### src/rtl/clkdiv_pkg.sv
`timescale 1ns/1ps
package clkdiv_pkg;

    localparam int FIELD_W = 4;
    localparam int CNT_W   = FIELD_W + 1;

    typedef struct packed {
        logic [FIELD_W-1:0] n;
        logic [FIELD_W-1:0] m;
        logic               bypass;
        logic               dcc_en;
    } div_cfg_t;

    typedef enum logic [1:0] {
        MODE_PLAIN    = 2'd0,
        MODE_EVEN_DCC = 2'd1,
        MODE_ODD_DCC  = 2'd2,
        MODE_BYPASS   = 2'd3
    } div_mode_t;

    // Correction requested but the field relation is not correctable.
    function automatic logic dcc_fault(input div_cfg_t c);
        logic [CNT_W-1:0] n_ext;
        logic [CNT_W-1:0] m_ext;
        n_ext = {1'b0, c.n};
        m_ext = {1'b0, c.m};
        return c.dcc_en && !c.bypass && (m_ext != n_ext) && (m_ext != n_ext + 1'b1);
    endfunction

    function automatic div_mode_t classify(input div_cfg_t c);
        if (c.bypass)
            return MODE_BYPASS;
        if (!c.dcc_en || dcc_fault(c))
            return MODE_PLAIN;
        if (c.m == c.n)
            return MODE_EVEN_DCC;
        return MODE_ODD_DCC;
    endfunction

    // Index of the last input cycle of an output period.
    function automatic logic [CNT_W-1:0] last_count(input div_cfg_t c);
        return {1'b0, c.n} + {1'b0, c.m} + 1'b1;
    endfunction

endpackage

### src/rtl/clkdiv_cfg_latch.sv
`timescale 1ns/1ps
module clkdiv_cfg_latch
    import clkdiv_pkg::*;
(
    input  logic      clk,
    input  logic      rst,
    input  logic      load,
    input  div_cfg_t  cfg_in,
    output div_cfg_t  cfg_act,
    output div_mode_t mode_act,
    output logic      err_act
);

    always_ff @(posedge clk) begin
        if (rst) begin
            cfg_act  <= '0;
            mode_act <= MODE_PLAIN;
            err_act  <= 1'b0;
        end else if (load) begin
            cfg_act  <= cfg_in;
            mode_act <= classify(cfg_in);
            err_act  <= dcc_fault(cfg_in);
        end
    end

    // Settings in use may only move at a period boundary.
    assert_cfg_hold_R6: assert property (@(posedge clk) disable iff (rst)
        !load |=> $stable(cfg_act));

endmodule

### src/rtl/clkdiv_counter.sv
`timescale 1ns/1ps
module clkdiv_counter
    import clkdiv_pkg::*;
(
    input  logic             clk,
    input  logic             rst,
    input  logic             sync,
    input  div_cfg_t         cfg_act,
    input  div_mode_t        mode_act,
    output logic             load,
    output logic             running,
    output logic [CNT_W-1:0] cnt,
    output logic             div_hi
);

    logic [CNT_W-1:0] last;
    logic [CNT_W-1:0] cnt_inc;

    always_comb begin
        last    = last_count(cfg_act);
        cnt_inc = cnt + 1'b1;
        load    = !running || sync || (mode_act == MODE_BYPASS) || (cnt == last);
    end

    always_ff @(posedge clk) begin
        if (rst) begin
            running <= 1'b0;
            cnt     <= '0;
            div_hi  <= 1'b0;
        end else if (load) begin
            running <= 1'b1;
            cnt     <= '0;
            div_hi  <= 1'b1;
        end else begin
            cnt     <= cnt_inc;
            div_hi  <= (cnt_inc <= {1'b0, cfg_act.n});
        end
    end

    assert_cnt_range_R1: assert property (@(posedge clk) disable iff (rst)
        cnt <= last_count(cfg_act));

endmodule

### src/rtl/clkdiv_halfedge.sv
`timescale 1ns/1ps
module clkdiv_halfedge
    import clkdiv_pkg::*;
(
    input  logic             clk,
    input  logic             rst,
    input  logic             running,
    input  div_mode_t        mode_act,
    input  div_cfg_t         cfg_act,
    input  logic [CNT_W-1:0] cnt,
    output logic             ext_hi
);

    // Captured on the falling edge inside the last full high cycle, held
    // to the next falling edge: stretches the high phase by half a cycle.
    always_ff @(negedge clk) begin
        if (rst)
            ext_hi <= 1'b0;
        else
            ext_hi <= running && (mode_act == MODE_ODD_DCC) && (cnt == {1'b0, cfg_act.n});
    end

endmodule

### src/rtl/clkdiv_dcc.sv
`timescale 1ns/1ps
module clkdiv_dcc
    import clkdiv_pkg::*;
(
    input  logic               clk_in,
    input  logic               rst,
    input  logic               sync,
    input  logic [FIELD_W-1:0] n_cfg,
    input  logic [FIELD_W-1:0] m_cfg,
    input  logic               bypass,
    input  logic               dcc_dis,
    output logic               clk_out,
    output logic               config_error
);

    div_cfg_t         cfg_in;
    div_cfg_t         cfg_act;
    div_mode_t        mode_act;
    logic             load;
    logic             running;
    logic [CNT_W-1:0] cnt;
    logic             div_hi;
    logic             ext_hi;

    always_comb begin
        cfg_in.n      = n_cfg;
        cfg_in.m      = m_cfg;
        cfg_in.bypass = bypass;
        cfg_in.dcc_en = !dcc_dis;
    end

    clkdiv_cfg_latch u_cfg (
        .clk      (clk_in),
        .rst      (rst),
        .load     (load),
        .cfg_in   (cfg_in),
        .cfg_act  (cfg_act),
        .mode_act (mode_act),
        .err_act  (config_error)
    );

    clkdiv_counter u_cnt (
        .clk      (clk_in),
        .rst      (rst),
        .sync     (sync),
        .cfg_act  (cfg_act),
        .mode_act (mode_act),
        .load     (load),
        .running  (running),
        .cnt      (cnt),
        .div_hi   (div_hi)
    );

    clkdiv_halfedge u_half (
        .clk      (clk_in),
        .rst      (rst),
        .running  (running),
        .mode_act (mode_act),
        .cfg_act  (cfg_act),
        .cnt      (cnt),
        .ext_hi   (ext_hi)
    );

    // Both sources overlap at every handover, so the OR never dips.
    assign clk_out = (mode_act == MODE_BYPASS) ? clk_in : (div_hi | ext_hi);

    assert_no_stretch_on_fault_R4: assert property (@(posedge clk_in) disable iff (rst)
        config_error |-> !ext_hi);

    assert_sync_restart_R7: assert property (@(posedge clk_in) disable iff (rst)
        sync |=> div_hi);

endmodule

### config.mk
export PLATFORM = sky130hd
export DESIGN_NAME = clkdiv_dcc
export DESIGN_NICKNAME = d
export VERILOG_FILES = /design/src/rtl/clkdiv_pkg.sv /design/src/rtl/clkdiv_cfg_latch.sv /design/src/rtl/clkdiv_counter.sv /design/src/rtl/clkdiv_halfedge.sv /design/src/rtl/clkdiv_dcc.sv
export SDC_FILE = /design/constraint.sdc
export NUM_CORES = 1
export LEC_CHECK = 0
export ABC_AREA = 0
export BUFFER_PORTS_ARGS = -buffer_cell sky130_fd_sc_hd__buf_2
export CAP_MARGIN = 20
export CORE_MARGIN = 2
export CORE_UTILIZATION = 29
export CTS_CLUSTER_SIZE = 16
export DETAILED_ROUTE_END_ITERATION = 12
export PLACE_DENSITY_LB_ADDON = 0.2
export SLEW_MARGIN = 20
export SYNTH_ARGS = -nofsm -noshare
export SYNTH_HDL_FRONTEND = slang
export SYNTH_SLANG_ARGS = --single-unit
### constraint.sdc
create_clock -name clk_in -period 2.3 [get_ports clk_in]
set_clock_uncertainty 0.1 [all_clocks]
set_input_delay 0.23 -clock clk_in [delete_from_list [all_inputs] [get_ports clk_in]]
set_output_delay 0.23 -clock clk_in [all_outputs]
set_load 0.01 [all_outputs]
==> flow_summary_export.csv, run 1 <==
group,metric,value,unit
power,seqPwrFrac,44.2,%
logic_synthesis,synth_top_flop_cell,"dfxtp_1",
die,die_h,67.4,microns
routing,post_drt_via_cell_ratio,4.53,
die,die_area,4540,sq um
clock_tree,cts_setup_buffers,0,
logic_synthesis,yosys_warnings,0,
placed_design,numPortBuffers,14,
routing,drt-wirelength-per-cell,12.2,microns
placed_design,dp_hpwl,2040,microns
run_status,outcome,"finished with violations",
power,p_sw_share,29.8,%
worst_hold_path,hp-class,"input port to register",
worst_setup_path,required,1970,ps
logic_synthesis,ys_ff_latch,19,
final_layout,antenna_cells_inserted,0,
sta,postLayoutSetupSlackWorst,-93.0,ps
sta,finalMaxSlewViolations,0,
logic_synthesis,syn_inst,126,
logic_synthesis,yosysSeqAreaShare,32.7,%
worst_setup_path,crit_path_start_kind,"register",
logic_synthesis,synthArstFlopShare,0,%
sta,hold_ws,98.6,ps
sta,worst_pin_slew,583,ps
routing,wl,2470,microns
power,ir_drop,0.000215,V
worst_setup_path,arrival,2060,ps
global_routing,track_usage,12.2,%
worst_setup_path,worstSetupEndpointType,"primary output",
power,p_int,577,uW
die,core,3940,sq um
routing,final_antenna_net_count,0,
clock_tree,cts_buffer_depth,2,
routing,drt-initial-drc-count,15,
routing,drc_errors,0,
global_routing,grt_max_degree,13,
final_layout,nets,177,
power,p_clk_share,31.3,%
routing,first_pass_iters,4,
power,leakage,0.000686,uW
logic_synthesis,netlist-cell-type-count,27,
clock_tree,hold_buffers,0,
worst_setup_path,critical_path_class,"register to primary output",
routing,vias,915,
power,power_switching,245,uW
clock_tree,cts_tree,"built",
die,rows,23,
die,ios,15,
clock_tree,insertion_delay,260,ps
clock_tree,htree_levels,1,
final_layout,multi_input_area,743,sq um
sta,finalSetupViolations,10,
die,start_util,29.5,%
final_layout,regArea,382,sq um
job,cap_violations,0,
run_status,failed_checks,"negative setup slack",
sta,rsz0062_at_grt,"yes",
global_routing,antenna_found_initial,0,
global_routing,grt-ovfl-total,0,
sta,maxSlewHeadroom,60.8,%
power,power,822,uW
logic_synthesis,syn-cell-area,1160,sq um
clock_tree,cts_made_buffers,3,
power,p_comb_share,24.4,%
worst_setup_path,crit_fanout,1,
clock_tree,root_buffer,"clkbuf_8",
final_layout,syn2layout_area_growth,23.6,%
final_layout,num-fill-cells,403,
logic_synthesis,avgSynthCellArea,9.24,sq um
sta,timing.final.hold_violations,0,
clock_tree,cts.clk_slew.worst_paths,80,ps
power,cellPowerDensity,571,nW/um^2
global_routing,grt_pass1_wl,4220,microns
final_layout,drive_gt1_share,25.7,%
die,die_w,67.4,microns
placed_design,place_congestion,0.764,
global_routing,grt_pass1_vias,990,
logic_synthesis,syn-num-nets,150,
logic_synthesis,synth-edff-count,0,
## final timing paths
kind / start / cells past startpoint / to / slack (ps)
min reg2reg: u_cfg.err_act / 2 / u_cfg.err_act / 420
max reg2reg: u_cfg.cfg_act[6] / 11 / u_cfg.cfg_act[7] / -50
min: rst / 2 / u_cnt.running / 100
max: u_half.ext_hi / 3 / clk_out / -90
## timing repair
item / 4_1_cts / 5_1_grt
endpoints found under the setup margin: 16 / 18
resized for setup: 4 / 0
pin swaps: 1 / 1
## registers in the layout (all words and copies together) (netlist names)
| signal | count |
|---|---|
| u_cnt.div_hi | 1 |
| u_cfg.mode_act | 2 |
| u_half.ext_hi | 1 |
| u_cnt.running | 1 |
| u_cfg.cfg_act | 8 |
| u_cnt.cnt | 5 |
| u_cfg.err_act | 1 |
## through the flow
stage / worst slack (ps) / setup TNS (ps) / instance area (sq um) / util, % / cells
6_report: -93.0 / -400 / 1440 / 36.5 / 202
4_1_cts: -112 / -613 / 1440 / 36.5 / 202
2_1_floorplan: -13.2 / -78.6 / 1180 / - / 126
3_5_place_dp: -46.8 / -334 / 1380 / 35.0 / 197
5_1_grt: -194 / -1720 / 1440 / 36.5 / 202
3_3_place_gp: -4.19 / -4.19 / 1380 / 35.0 / 197
## routing by layer
metal / wire length, microns / GRT usage, % / share of wire, %
met1: 1170 / 14.3 / 47
met2: 1240 / 22.8 / 50
met3: 34 / 1.00 / 1.4
met4: 25 / 5.10 / 1.0
met5: 0 / 0 / 0
## kinds of logic after synthesis
group,synth area share (%)
and+or+nand+nor,15.4
AOI/OAI and AO/OA,10.4
muxes,8.59
buffers and inverters,5.48
xor gates and xnor gates,15.0
DFF,32.7
adders and majority gates,12.5
## synthesized netlist by cell type, drive strengths merged (3+ instances only)
library cell,number,share of area (%)
nor2b,4,2.1
nor4,3,1.6
a21oi,4,2.0
ha,10,11
dfxtp,19,33
nand2,3,0.97
nor2,17,5.7
xnor2,12,9.0
xor2,8,6.0
nand3,5,2.1
o21ai,4,1.7
mux2i,10,8.6
inv,11,3.5
## power by group through the flow
stage	Sequential [uW]	Clock, uW	Combinational [uW]
2_1_floorplan	369	10.6	141
6_report	364	258	201
3_3_place_gp	372	12.7	194
5_1_grt	366	282	225
4_1_cts	364	268	205
3_5_place_dp	372	12.7	200
## placed cells by master (no fill, tap or decap), drive strengths merged, types with 2 or more instances in the layout
cell type  instances
inv               12
o21ai              4
clkbuf             3
nand3              5
xnor2             12
o21a               2
xor2               8
dfxtp             19
ha                10
nand2              3
a21o               2
nor2b              4
a21oi              4
mux2i             10
nor4               3
nand4              2
nor2              17
buf               24
## worst max-delay path: stages (launching register included)
cell and delay [ps]:
dfxtp_1 290, o21ai_1 100, o21ai_1 70, buf_2 140
## area by class of cell
type                       instances  share of cell area [%]
inverter                          10                    2.61
clock inverter                     3                   0.869
tap                               50                    4.34
sequential                        19                    26.5
clock buffer                       4                    3.21
timing repair buffer              23                    10.9
multi-input combinational         93                    51.6
Note: power is estimated with default switching activity, not from simulation.
==> inputs of run 2 (changes only) <==
==> constraint.sdc (replaced) <==
create_clock -name clk_in -period 2.3 [get_ports clk_in]
set_clock_uncertainty 0.1 [all_clocks]
set_input_delay 0.46 -clock clk_in [delete_from_list [all_inputs] [get_ports clk_in]]
set_output_delay 0.46 -clock clk_in [all_outputs]
set_load 0.01 [all_outputs]
==> flow_summary_export.csv, run 2 (synthesis results as in run 1) <==
group,metric,value,unit
routing,post_drt_via_cell_ratio,4.49,
clock_tree,cts.clk_slew.worst_paths,70,ps
run_status,outcome,"finished with violations",
sta,rsz0062_at_grt,"yes",
final_layout,final_common_cell,"dfxtp_1",
placed_design,dp_hpwl,1910,microns
sta,hold_ws,385,ps
routing,wl_met1,1110,microns
routing,top_layer_used,"met4",
worst_setup_path,crit_fanout,1,
routing,drc_errors,0,
final_layout,largest_registers,"u_cfg.cfg_act (8), u_cnt.cnt (5), u_cfg.mode_act (2)",
final_layout,nets,184,
final_layout,num-fill-cells,395,
clock_tree,cts_made_buffers,3,
routing,drt-initial-drc-count,24,
sta,worst_pin_slew,542,ps
worst_setup_path,arrival,2090,ps
die,die_area,4540,sq um
routing,wl_met2,1190,microns
sta,maxSlewHeadroom,63.5,%
global_routing,grt-ovfl-total,0,
global_routing,grt_max_degree,13,
global_routing,grt_pass1_vias,913,
final_layout,top_register,"u_cfg.cfg_act",
clock_tree,cts_buffer_depth,2,
die,die_w,67.4,microns
final_layout,regArea,384,sq um
routing,wl_met3,34,microns
worst_setup_path,crit_slowest_cell,"dfxtp_2",
final_layout,multi_input_area,779,sq um
clock_tree,hold_buffers,0,
routing,wl,2400,microns
die,start_util,29.5,%
worst_setup_path,slowest_delay,310,ps
routing,first_pass_iters,2,
power,ir_drop,0.000195,V
worst_setup_path,crit_path_start_kind,"register",
final_layout,antenna_cells_inserted,0,
final_layout,largest_register_ffs,8,
final_layout,drive_gt1_share,34.0,%
die,core,3940,sq um
routing,drt-wirelength-per-cell,11.5,microns
placed_design,placed_area,1400,sq um
clock_tree,htree_levels,1,
clock_tree,cts_tree,"built",
sta,timing.final.hold_violations,0,
worst_setup_path,critical_path_class,"register to primary output",
die,die_h,67.4,microns
final_layout,syn2layout_area_growth,34.6,%
die,rows,23,
placed_design,place_congestion,0.848,
global_routing,antenna_found_initial,0,
global_routing,grt_pass1_wl,3860,microns
sta,finalSetupViolations,11,
sta,finalMaxSlewViolations,0,
final_layout,layout_common_cells,"dfxtp_1 (16), nor2_1 (15), buf_2 (14)",
worst_hold_path,hp-class,"input port to register",
power,leakage,0.000746,uW
job,cap_violations,0,
worst_setup_path,worstSetupEndpointType,"primary output",
sta,postLayoutSetupSlackWorst,-352,ps
routing,final_antenna_net_count,0,
clock_tree,insertion_delay,260,ps
die,ios,15,
power,cellPowerDensity,577,nW/um^2
clock_tree,root_buffer,"clkbuf_8",
worst_setup_path,cp_cell_sequence,"o21ai_2 > o21ai_1 > buf_2",
run_status,failed_checks,"negative setup slack",
placed_design,numPortBuffers,14,
worst_setup_path,required,1740,ps
final_layout,final_cell_area,1570,sq um
routing,vias,938,
global_routing,track_usage,11.6,%
==> run 2: cell type report <==
type,instances,area share [%]
clock buffers,4,2.95
clock inverters,3,1.60
inverters,10,2.39
multi-input cells,93,49.7
flip-flops and latches,19,24.5
well taps,50,3.99
repair buffers,30,14.8
==> run 2: metrics by stage <==
| stage | setup slack (ps) | cells | utilization (%) | setup TNS (ps) | power [uW] |
|---|---|---|---|---|---|
| global route | -418 | 209 | 39.8 | -1950 | 955 |
| CTS | -338 | 208 | 39.0 | -556 | 907 |
| global placement | -21.2 | 200 | 35.5 | -32.3 | 583 |
| floorplan | -13.2 | 126 | - | -78.6 | 520 |
| finish | -352 | 209 | 39.8 | -601 | 905 |
| detailed placement | -48.7 | 200 | 35.5 | -335 | 586 |
==> run 2: critical path: cells and delay by family (launching register included) <==
| family | cells | cell delay, ps |
|---|---|---|
| buffers and inverters | 1 | 130 |
| flip-flops | 1 | 310 |
| AO/OA/AOI/OAI | 2 | 170 |
==> run 2: routing by layer <==
layer / up-vias / GRT usage, %
li1: 490 / -
met1: 435 / 13.3
met2: 9 / 21.0
met3: 4 / 1.00
met4: 0 / 6.38
met5: - / 0
==> run 2: final timing paths <==
| path | depth (start not counted) | to | from | slack (ps) |
|---|---|---|---|---|
| max | 3 | clk_out | u_half.ext_hi | -350 |
| min | 3 | u_cfg.cfg_act[2] | m_cfg[0] | 390 |
| max reg2reg | 12 | u_cfg.cfg_act[6] | u_cfg.cfg_act[2] | -50 |
| min reg2reg | 2 | u_cfg.err_act | u_cfg.err_act | 420 |
==> run 2: power by group <==
part	internal, uW	leakage [uW]	switching (uW)
registers	348	0.000158	15.8
logic	124	0.000538	105
clock network	182	0.0000503	130
==> run 2: repair_timing <==
| item | in CTS | in global routing |
|---|---|---|
| resized for setup | 8 | 7 |
| buffers inserted | 2 | 1 |
| cloned | 1 | 0 |
| pin swaps | 4 | 8 |
| endpoints found under the setup margin | 11 | 17 |
==> inputs of run 3 (changes only) <==
Settings changed: CORE_UTILIZATION 29 to 35.
==> flow_summary_export.csv, run 3 (synthesis results as in run 1) <==
group,metric,value,unit
global_routing,grt_pass1_wl,3930,microns
final_layout,layout_common_cells,"dfxtp_1 (18), nor2_1 (14), buf_2 (14)",
power,ir_drop,0.000405,V
global_routing,grt-ovfl-total,0,
global_routing,antenna_found_initial,0,
global_routing,track_usage,14.4,%
die,die_area,3810,sq um
global_routing,grt_pass1_vias,885,
clock_tree,htree_levels,1,
die,start_util,37.5,%
final_layout,antenna_cells_inserted,0,
die,core,3100,sq um
final_layout,drive_gt1_share,31.2,%
clock_tree,insertion_delay,310,ps
routing,final_antenna_net_count,0,
power,cellPowerDensity,569,nW/um^2
die,die_h,61.7,microns
placed_design,dp_hpwl,1880,microns
clock_tree,root_buffer,"clkbuf_4",
job,cap_violations,0,
die,ios,15,
final_layout,regArea,382,sq um
final_layout,multi_input_area,766,sq um
worst_setup_path,critical_path_class,"register to primary output",
routing,drt-wirelength-per-cell,11.7,microns
die,rows,20,
routing,first_pass_iters,4,
run_status,outcome,"finished with violations",
routing,drc_errors,0,
sta,finalMaxSlewViolations,0,
sta,finalSetupViolations,7,
clock_tree,cts_buffer_depth,2,
routing,vias,920,
routing,wl,2350,microns
worst_setup_path,crit_path_start_kind,"register",
placed_design,place_congestion,0.791,
power,leakage,0.000718,uW
final_layout,syn2layout_area_growth,28.6,%
sta,timing.final.hold_violations,0,
final_layout,final_common_cell,"dfxtp_1",
final_layout,largest_registers,"u_cfg.cfg_act (8), u_cnt.cnt (5), u_cfg.mode_act (2)",
worst_hold_path,hp-class,"input port to register",
sta,postLayoutSetupSlackWorst,-370,ps
clock_tree,cts.clk_slew.worst_paths,130,ps
placed_design,numPortBuffers,14,
worst_setup_path,required,1740,ps
die,die_w,61.7,microns
clock_tree,hold_buffers,0,
sta,rsz0062_at_grt,"yes",
final_layout,num-fill-cells,326,
routing,drt-initial-drc-count,26,
sta,fin_tns_setup,-996,ps
worst_setup_path,crit_fanout,1,
final_layout,nets,182,
clock_tree,cts_tree,"built",
global_routing,grt_max_degree,13,
sta,maxSlewHeadroom,64.8,%
final_layout,largest_register_ffs,8,
run_status,failed_checks,"negative setup slack",
clock_tree,cts_made_buffers,3,
sta,hold_ws,304,ps
worst_setup_path,worstSetupEndpointType,"primary output",
worst_setup_path,arrival,2110,ps
routing,post_drt_via_cell_ratio,4.58,
sta,worst_pin_slew,524,ps
final_layout,top_register,"u_cfg.cfg_act",
run 3: area by class of cell:
class                      count  area share, %
multi-input combinational     93           51.1
sequential                    19           25.5
timing repair buffer          28           13.2
tap                           44           3.68
clock buffer                   5           3.51
inverter                      10           2.51
clock inverter                 2          0.501
run 3: metrics by stage:
stage	power [uW]	std cells	setup WS, ps	cell area, sq um	util, %
after floorplan	520	126	-13.2	1180	-
after global placement	577	192	-23.0	1380	44.4
after detailed placement	584	192	-64.8	1380	44.4
after CTS	862	200	-387	1490	47.9
after global routing	907	201	-471	1500	48.3
final	852	201	-370	1500	48.3
run 3: what timing repair did:
action,CTS,global route
setup endpoints to repair,14,18
gates cloned,1,0
pin swaps,4,4
gates resized for setup,6,6
buffers inserted,2,2
run 3: path summary, 6_finish.rpt:
kind | from | endpoint | slack [ps] | cells past startpoint
hold reg to reg | u_cfg.err_act | u_cfg.err_act | 420 | 2
setup reg to reg | u_cfg.cfg_act[6] | u_cfg.cfg_act[6] | -120 | 12
setup / recovery | u_half.ext_hi | clk_out | -370 | 3
hold / removal | m_cfg[3] | u_cfg.cfg_act[5] | 300 | 3
run 3: report_power, final:
group	total, uW	switching (uW)	leakage, uW	internal (uW)
combinational	218	105	0.000519	113
sequential	363	14.8	0.000157	348
clock	271	131	0.0000421	140
total	852	251	0.000718	601
run 3: critical path, cell delays in order, from the launching register on:
cell,delay (ps)
dfxtp_1,290
o21ai_1,100
o21ai_1,70
buf_2,130
run 3: routing by layer:
layer / vias to the layer above / GRT usage (%) / wire length [microns]
met2: 12 / 23.5 / 1050
met5: - / 0 / 0
met4: 0 / 3.04 / 15
met3: 2 / 4.97 / 88
met1: 420 / 18.5 / 1190
li1: 486 / - / -
